$ cat src/rtl/cmc_pkg.sv
package cmc_pkg;
  localparam int unsigned CMC_WORD_W    = 32;
  localparam int unsigned CMC_BLK_WORDS = 4;
  localparam int unsigned CMC_KEY_WORDS = 8;
  localparam int unsigned CMC_ADDR_W    = 5;

  // control word layout
  localparam int unsigned CB_DIR   = 0;
  localparam int unsigned CB_MODE  = 1;
  localparam int unsigned CB_KSZ   = 4;
  localparam int unsigned CB_PREP  = 6;
  localparam int unsigned CB_BUSY  = 7;
  localparam int unsigned CTRL_KEEP = 7;

  typedef enum logic [2:0] {
    MODE_BOOK   = 3'd0,
    MODE_CHAIN  = 3'd1,
    MODE_OUTFB  = 3'd2,
    MODE_CIPHFB = 3'd3,
    MODE_COUNT  = 3'd4
  } chain_mode_e;

  typedef enum logic [1:0] {
    SQ_IDLE = 2'd0,
    SQ_ARM  = 2'd1,
    SQ_WAIT = 2'd2
  } seq_state_e;

  function automatic logic is_stream(input logic [2:0] m);
    return (m == MODE_OUTFB) || (m == MODE_CIPHFB) || (m == MODE_COUNT);
  endfunction
endpackage

$ cat src/rtl/cmc_regs.sv
module cmc_regs #(
  parameter int unsigned WORD_W    = cmc_pkg::CMC_WORD_W,
  parameter int unsigned BLK_WORDS = cmc_pkg::CMC_BLK_WORDS,
  parameter int unsigned KEY_WORDS = cmc_pkg::CMC_KEY_WORDS,
  parameter int unsigned ADDR_W    = cmc_pkg::CMC_ADDR_W,
  localparam int unsigned BLK_W    = WORD_W * BLK_WORDS,
  localparam int unsigned KEY_W    = WORD_W * KEY_WORDS,
  localparam int unsigned CK       = cmc_pkg::CTRL_KEEP
) (
  input  logic              clk,
  input  logic              rst_n,
  input  logic              wr_en,
  input  logic [ADDR_W-1:0] wr_addr,
  input  logic [WORD_W-1:0] wr_data,
  input  logic [ADDR_W-1:0] rd_addr,
  output logic [WORD_W-1:0] rd_data,
  input  logic              lock,
  input  logic              finish,
  input  logic [BLK_W-1:0]  od_next,
  input  logic [BLK_W-1:0]  iv_next,
  output logic              go,
  output logic [CK-1:0]     ctrl_bits,
  output logic [KEY_W-1:0]  key_bus,
  output logic [BLK_W-1:0]  iv_bus,
  output logic [BLK_W-1:0]  din_bus,
  output logic [BLK_W-1:0]  od_bus
);
  localparam int unsigned A_CTRL = 0;
  localparam int unsigned A_KEY  = 1;
  localparam int unsigned A_IV   = A_KEY + KEY_WORDS;
  localparam int unsigned A_ID   = A_IV + BLK_WORDS;
  localparam int unsigned A_OD   = A_ID + BLK_WORDS;

  logic                            wr_ok;
  logic [CK-1:0]                   ctrl_q;
  logic [KEY_WORDS-1:0][WORD_W-1:0] key_q;
  logic [BLK_WORDS-1:0][WORD_W-1:0] iv_q;
  logic [BLK_WORDS-1:0][WORD_W-1:0] din_q;
  logic [BLK_WORDS-1:0][WORD_W-1:0] od_q;

  assign wr_ok = wr_en && !lock;
  assign go    = wr_ok && (wr_addr == ADDR_W'(A_ID));

  always_ff @(posedge clk) begin
    if (!rst_n)                                         ctrl_q <= '0;
    else if (wr_ok && wr_addr == ADDR_W'(A_CTRL))       ctrl_q <= wr_data[CK-1:0];
  end

  for (genvar g = 0; g < KEY_WORDS; g++) begin : g_key
    always_ff @(posedge clk) begin
      if (!rst_n)                                       key_q[g] <= '0;
      else if (wr_ok && wr_addr == ADDR_W'(A_KEY + g))  key_q[g] <= wr_data;
    end
  end

  for (genvar g = 0; g < BLK_WORDS; g++) begin : g_blk
    always_ff @(posedge clk) begin
      if (!rst_n)                                       iv_q[g] <= '0;
      else if (finish)                                  iv_q[g] <= iv_next[g*WORD_W +: WORD_W];
      else if (wr_ok && wr_addr == ADDR_W'(A_IV + g))   iv_q[g] <= wr_data;
    end
    always_ff @(posedge clk) begin
      if (!rst_n)                                       din_q[g] <= '0;
      else if (wr_ok && wr_addr == ADDR_W'(A_ID + g))   din_q[g] <= wr_data;
    end
    always_ff @(posedge clk) begin
      if (!rst_n)                                       od_q[g] <= '0;
      else if (finish)                                  od_q[g] <= od_next[g*WORD_W +: WORD_W];
    end
  end

  always_comb begin
    rd_data = '0;
    if (rd_addr == ADDR_W'(A_CTRL)) rd_data = WORD_W'({lock, ctrl_q});
    for (int i = 0; i < KEY_WORDS; i++)
      if (rd_addr == ADDR_W'(A_KEY + i)) rd_data = key_q[i];
    for (int i = 0; i < BLK_WORDS; i++) begin
      if (rd_addr == ADDR_W'(A_IV + i)) rd_data = iv_q[i];
      if (rd_addr == ADDR_W'(A_ID + i)) rd_data = din_q[i];
      if (rd_addr == ADDR_W'(A_OD + i)) rd_data = od_q[i];
    end
  end

  assign ctrl_bits = ctrl_q;
  assign key_bus   = key_q;
  assign iv_bus    = iv_q;
  assign din_bus   = din_q;
  assign od_bus    = od_q;
endmodule

$ cat src/rtl/cmc_chain.sv
module cmc_chain #(
  parameter int unsigned BLK_W = cmc_pkg::CMC_WORD_W * cmc_pkg::CMC_BLK_WORDS
) (
  input  logic [2:0]       mode,
  input  logic             dir_dec,
  input  logic [BLK_W-1:0] data,
  input  logic [BLK_W-1:0] iv,
  input  logic [BLK_W-1:0] result,
  output logic [BLK_W-1:0] feed,
  output logic             feed_dec,
  output logic [BLK_W-1:0] out_blk,
  output logic [BLK_W-1:0] iv_next
);
  import cmc_pkg::*;

  function automatic logic [BLK_W-1:0] pick_feed(input logic [2:0] m, input logic dec,
                                                 input logic [BLK_W-1:0] d, input logic [BLK_W-1:0] c);
    if (is_stream(m))                return c;
    else if (m == MODE_CHAIN && !dec) return d ^ c;
    else                              return d;
  endfunction

  function automatic logic [BLK_W-1:0] pick_out(input logic [2:0] m, input logic dec,
                                                input logic [BLK_W-1:0] d, input logic [BLK_W-1:0] c,
                                                input logic [BLK_W-1:0] r);
    if (is_stream(m))                 return r ^ d;
    else if (m == MODE_CHAIN && dec)  return r ^ c;
    else                              return r;
  endfunction

  function automatic logic [BLK_W-1:0] count_up(input logic [BLK_W-1:0] v);
    return v + BLK_W'(1);
  endfunction

  function automatic logic [BLK_W-1:0] pick_chain(input logic [2:0] m, input logic dec,
                                                  input logic [BLK_W-1:0] d, input logic [BLK_W-1:0] c,
                                                  input logic [BLK_W-1:0] r);
    case (m)
      MODE_CHAIN:  return dec ? d : r;
      MODE_OUTFB:  return r;
      MODE_CIPHFB: return dec ? d : (r ^ d);
      MODE_COUNT:  return count_up(c);
      default:     return c;
    endcase
  endfunction

  assign feed     = pick_feed(mode, dir_dec, data, iv);
  assign feed_dec = dir_dec && !is_stream(mode);
  assign out_blk  = pick_out(mode, dir_dec, data, iv, result);
  assign iv_next  = pick_chain(mode, dir_dec, data, iv, result);
endmodule

$ cat src/rtl/cmc_seq.sv
module cmc_seq (
  input  logic clk,
  input  logic rst_n,
  input  logic go,
  input  logic need_kv,
  input  logic key_valid,
  input  logic core_done,
  output logic busy,
  output logic core_start,
  output logic finish
);
  import cmc_pkg::*;

  seq_state_e st;
  logic       may_fire;

  assign may_fire   = !need_kv || key_valid;
  assign core_start = (st == SQ_ARM) && may_fire;
  assign finish     = (st == SQ_WAIT) && core_done;
  assign busy       = (st != SQ_IDLE);

  always_ff @(posedge clk) begin
    if (!rst_n) st <= SQ_IDLE;
    else begin
      case (st)
        SQ_IDLE: if (go)        st <= SQ_ARM;
        SQ_ARM:  if (may_fire)  st <= SQ_WAIT;
        SQ_WAIT: if (core_done) st <= SQ_IDLE;
        default:                st <= SQ_IDLE;
      endcase
    end
  end
endmodule

$ cat src/rtl/cipher_mode_ctrl.sv
module cipher_mode_ctrl #(
  parameter int unsigned WORD_W    = cmc_pkg::CMC_WORD_W,
  parameter int unsigned BLK_WORDS = cmc_pkg::CMC_BLK_WORDS,
  parameter int unsigned KEY_WORDS = cmc_pkg::CMC_KEY_WORDS,
  parameter int unsigned ADDR_W    = cmc_pkg::CMC_ADDR_W,
  localparam int unsigned BLK_W    = WORD_W * BLK_WORDS,
  localparam int unsigned KEY_W    = WORD_W * KEY_WORDS
) (
  input  logic              clk,
  input  logic              rst_n,
  input  logic              wr_en,
  input  logic [ADDR_W-1:0] wr_addr,
  input  logic [WORD_W-1:0] wr_data,
  input  logic [ADDR_W-1:0] rd_addr,
  output logic [WORD_W-1:0] rd_data,
  output logic              busy,
  output logic              core_start,
  output logic              core_decrypt,
  output logic [1:0]        core_key_size,
  output logic              core_prep_key,
  output logic [KEY_W-1:0]  core_key,
  output logic [BLK_W-1:0]  core_din,
  input  logic              core_done,
  input  logic [BLK_W-1:0]  core_dout,
  input  logic              core_key_valid
);
  import cmc_pkg::*;

  logic                       go_w;
  logic                       finish_w;
  logic                       busy_w;
  logic [CTRL_KEEP-1:0]       ctrl_w;
  logic [2:0]                 mode_w;
  logic [BLK_W-1:0]           iv_bus_w;
  logic [BLK_W-1:0]           din_bus_w;
  logic [BLK_W-1:0]           od_bus_w;
  logic [BLK_W-1:0]           od_next_w;
  logic [BLK_W-1:0]           iv_next_w;

  assign mode_w = ctrl_w[CB_MODE +: 3];

  cmc_regs #(.WORD_W(WORD_W), .BLK_WORDS(BLK_WORDS), .KEY_WORDS(KEY_WORDS), .ADDR_W(ADDR_W)) u_regs (
    .clk(clk), .rst_n(rst_n), .wr_en(wr_en), .wr_addr(wr_addr), .wr_data(wr_data),
    .rd_addr(rd_addr), .rd_data(rd_data), .lock(busy_w), .finish(finish_w),
    .od_next(od_next_w), .iv_next(iv_next_w), .go(go_w), .ctrl_bits(ctrl_w),
    .key_bus(core_key), .iv_bus(iv_bus_w), .din_bus(din_bus_w), .od_bus(od_bus_w)
  );

  cmc_chain #(.BLK_W(BLK_W)) u_chain (
    .mode(mode_w), .dir_dec(ctrl_w[CB_DIR]), .data(din_bus_w), .iv(iv_bus_w),
    .result(core_dout), .feed(core_din), .feed_dec(core_decrypt),
    .out_blk(od_next_w), .iv_next(iv_next_w)
  );

  cmc_seq u_seq (
    .clk(clk), .rst_n(rst_n), .go(go_w), .need_kv(core_decrypt),
    .key_valid(core_key_valid), .core_done(core_done), .busy(busy_w),
    .core_start(core_start), .finish(finish_w)
  );

  assign busy          = busy_w;
  assign core_key_size = ctrl_w[CB_KSZ +: 2];
  assign core_prep_key = ctrl_w[CB_PREP];
endmodule

$ cat config.mk
export PLATFORM = sky130hd
export DESIGN_NAME = cipher_mode_ctrl
export DESIGN_NICKNAME = d
export VERILOG_FILES = /design/src/rtl/cmc_pkg.sv /design/src/rtl/cmc_regs.sv /design/src/rtl/cmc_chain.sv /design/src/rtl/cmc_seq.sv /design/src/rtl/cipher_mode_ctrl.sv
export SDC_FILE = /design/constraint.sdc
export NUM_CORES = 2
export LEC_CHECK = 0
export ABC_AREA = 1
export BUFFER_PORTS_ARGS = -buffer_cell sky130_fd_sc_hd__buf_2
export CORE_MARGIN = 5
export CORE_UTILIZATION = 30
export DETAILED_ROUTE_END_ITERATION = 8
export GPL_TIMING_DRIVEN = 0
export PLACE_DENSITY = 0.53
export SKIP_LAST_GASP = 1
export SYNTH_ARGS = -nofsm -noshare
export SYNTH_HDL_FRONTEND = slang
export SYNTH_SLANG_ARGS = --single-unit
$ cat constraint.sdc
create_clock -name clk -period 4.1 [get_ports clk]
set_input_delay 0.41 -clock clk [delete_from_list [all_inputs] [get_ports clk]]
set_output_delay 0.41 -clock clk [all_outputs]
set_load 0.05 [all_outputs]
==> flow_summary.ini <==
[synthesis]
synthCells = 7037
ys_warn_count = 0
yosysMostFrequentCell = nand2_1
netlist_top_cells_count = nand2_1, o21ai_0, nor2_1
synth-seq-area-share = 0.2986
synth-main-ff-cell = dfxtp_1
syn-cell-area_um2 = 43520
synthDominantCellAreaShare = 0.2986
synth_edf_count = 0
syn_avg_cell_area_um2 = 6.184
synth_area_leaders = dfxtp_1, nand2_1, o21ai_0
yosys.cell_types.count = 48
synth_area_leader_cell = dfxtp_1
synth_fp_nets = 7213
synth-seq-cells = 649
synthArstFlopShare = 0

[worst_setup_path]
r2r-end = u_regs.iv_bus[18]$_SDFFE_PN0P_
worst_path_max_delay_cell = nand4_1
path_max_fanout = 2
worst-path-buf-inv = 1
crit_required_ns = 3.69
critPathTopFamily = simple AND/OR/NAND/NOR gates
path_common_cell = nand4_1
cp_data_arrival_time_ns = 4.40
worstReg2RegStart = u_seq.st[1]$_SDFFE_PN0P_
reg2reg_depth = 8
worstSetupStartpointType = flop
max_stage_delay_ns = 0.60
r2r_slack_ns = -0.19
worstPathCellList = nand2_2, nand2_2, nor2_4, nand4_1, nor2_4, nand4_1, nor2_4, nand4_1, nor2_1, nand4_1, nand2_1, nand2_2, buf_8
critPathCaptureType = output pin
crit_type = flop to output pin

[global_route]
grt_usage = 0.5016
grt_pass1_wl_um = 515800
overflow = 0
grt_max_degree = 20
grt_pass1_vias = 54750
antenna_found_initial = 69

[worst_hold_path]
worstHoldPathCells = 3
hold_class = input port to flop
min_to = u_regs.key_bus[12]$_SDFFE_PN0P_
hold_start = wr_data[12]

[die]
initial_utilization = 0.3026
ios = 597
die_h_um = 390.9
core_um2 = 143800
fp.dieW_um = 390.9
rows = 139
die-area_um2 = 152800

[placement]
place.gp.congestion = 1.128
hpwl_um = 325500
post_dp_cell_area_um2 = 49370
placement.io_buffers = 595

[route]
first_pass_iters = 8
antenna_left = 0
via_count = 60720
wl_um = 402000
vias_per_cell = 6.176
wl_per_cell_um = 40.89
drc = 0
drt_iter0_drc = 9294

[timing]
tightest_slew_ns = 1.606
final.setup.worst_slack_ns = -0.7089
whs_ns = 0.04543
drv_slew = 30
slew_headroom = -0.07076
finClkSkew_ns = 0.05211
period_share = 1.173
rsz0062_at_grt = true
final-setup-viol-count = 51
hold_viol_final = 0
finalSetupTns_ns = -7.095
layout_min_cycle_time_ns = 4.809
max_freq_mhz = 207.9

[flow_run]
drv_cap = 4

[finish]
nets = 7979
syn2layout_area_growth_pct = 24.99
finalCoreUtilization = 0.3782
drive_gt1_frac = 0.1689
fin_area_um2 = 54390

[outcome]
status = complete, but fails checks
violations = max-capacitance violations, max-slew violations, negative setup slack

[cts]
clkSinkCount = 649
clk_latency_ns = 0.75
cts_buffer_depth = 3
cts.clk_slew.worst_paths_ns = 0.06
cts_tree = yes
cts-root-buf = clkbuf_16
numCtsBuffers = 85
h-tree-depth = 3

[power]
worst_ir_drop_vdd_uv = 311.9
power_density_nw_per_um2 = 316.7
leakage_nw = 21.54
power.total_mw = 17.22
[worst max-delay path by stage]
stage,cells past startpoint,end,start,slack (ns)
after floorplan,9,core_din[64],u_regs.ctrl_bits[3]$_SDFFE_PN0P_,1.30
after global placement,18,rd_data[20],rd_addr[4],-1.49
after detailed placement,18,rd_data[20],rd_addr[4],-1.49
after CTS,13,rd_data[15],u_regs.key_bus[15]$_SDFFE_PN0P_,-0.29
after global routing,13,rd_data[20],u_regs.key_bus[20]$_SDFFE_PN0P_,-0.58
final,13,rd_data[20],u_regs.key_bus[20]$_SDFFE_PN0P_,-0.71
[flip-flops by register name (all words and copies together) (netlist names)]
signal and flops:
u_regs.od_bus 128, u_regs.iv_bus 128, u_regs.din_bus 128, u_regs.key_bus 256
u_regs.ctrl_bits 7, u_seq.st 2
[per-stage QoR]
step | instances | setup WS (ns)
3_5_place_dp | 9554 | -1.489
6_report | 9832 | -0.7089
3_3_place_gp | 9535 | -1.490
2_1_floorplan | 7037 | 1.303
4_1_cts | 9742 | -0.2865
5_1_grt | 9782 | -0.5829
[where the power goes]
group / switching, mW / internal [mW] / total, mW
logic: 1.71 / 0.484 / 2.19
clock network: 3.69 / 4.83 / 8.52
registers: 0.135 / 6.38 / 6.51
total: 5.53 / 11.7 / 17.2
[layout make-up]
cell class | instances | area (um^2)
fillers | 16090 | 89440
multi-input cells | 5398 | 27570
flip-flops and latches | 649 | 13050
repair buffers | 683 | 4140
well taps | 1903 | 2381
clock buffers | 112 | 2379
plain buffers | 475 | 2116
inverters | 511 | 1948
clock inverters | 39 | 656.9
diodes | 62 | 155.1
[cell families after synthesis]
group,after synthesis,synth area share
buf+inv,990,0.08959
xor+xnor,380,0.07648
compound gates,1890,0.2289
fa+ha+maj,1,0.0002875
flops,649,0.2986
simple gates,3127,0.3062
[cell usage in the layout, fill, tap and decap left out, types with 15 or more instances in the layout]
cell,n
nor2_2,46
a211oi_1,34
a31oi_1,115
inv_1,459
buf_2,663
nand4_1,180
or2_2,25
diode_2,62
nand2_2,44
xnor2_1,211
nand3_1,325
o21ai_1,54
clkbuf_1,323
dfxtp_2,30
nor2_4,64
nor3_1,57
nand2_1,1587
dfxtp_1,615
inv_2,44
clkbuf_16,85
nor2_1,699
buf_4,72
o21ai_0,845
xor2_1,163
a22oi_1,67
nor3_2,23
clkbuf_2,45
buf_6,25
a21oi_1,739
clkbuf_8,15
[worst min-delay path, stage by stage]
cell and delay, ns:
buf_2 0.13, inv_1 0.12, a21oi_1 0.08
[per-layer routing]
metal  wire length (um)  GRT usage
met5                134          0
met4              40530     0.4127
met3              48380     0.1634
met2             163500     0.7259
met1             149400     0.6044
[what timing repair did]
item	4_1_cts	5_1_grt
gates resized for setup	295	92
hold buffers	8	0
hold endpoints to repair	12	0
setup endpoints to repair	183	35
gates cloned	2	0
buffers inserted	30	30
pin swaps	155	143
Power figures use the tool's default switching activity.
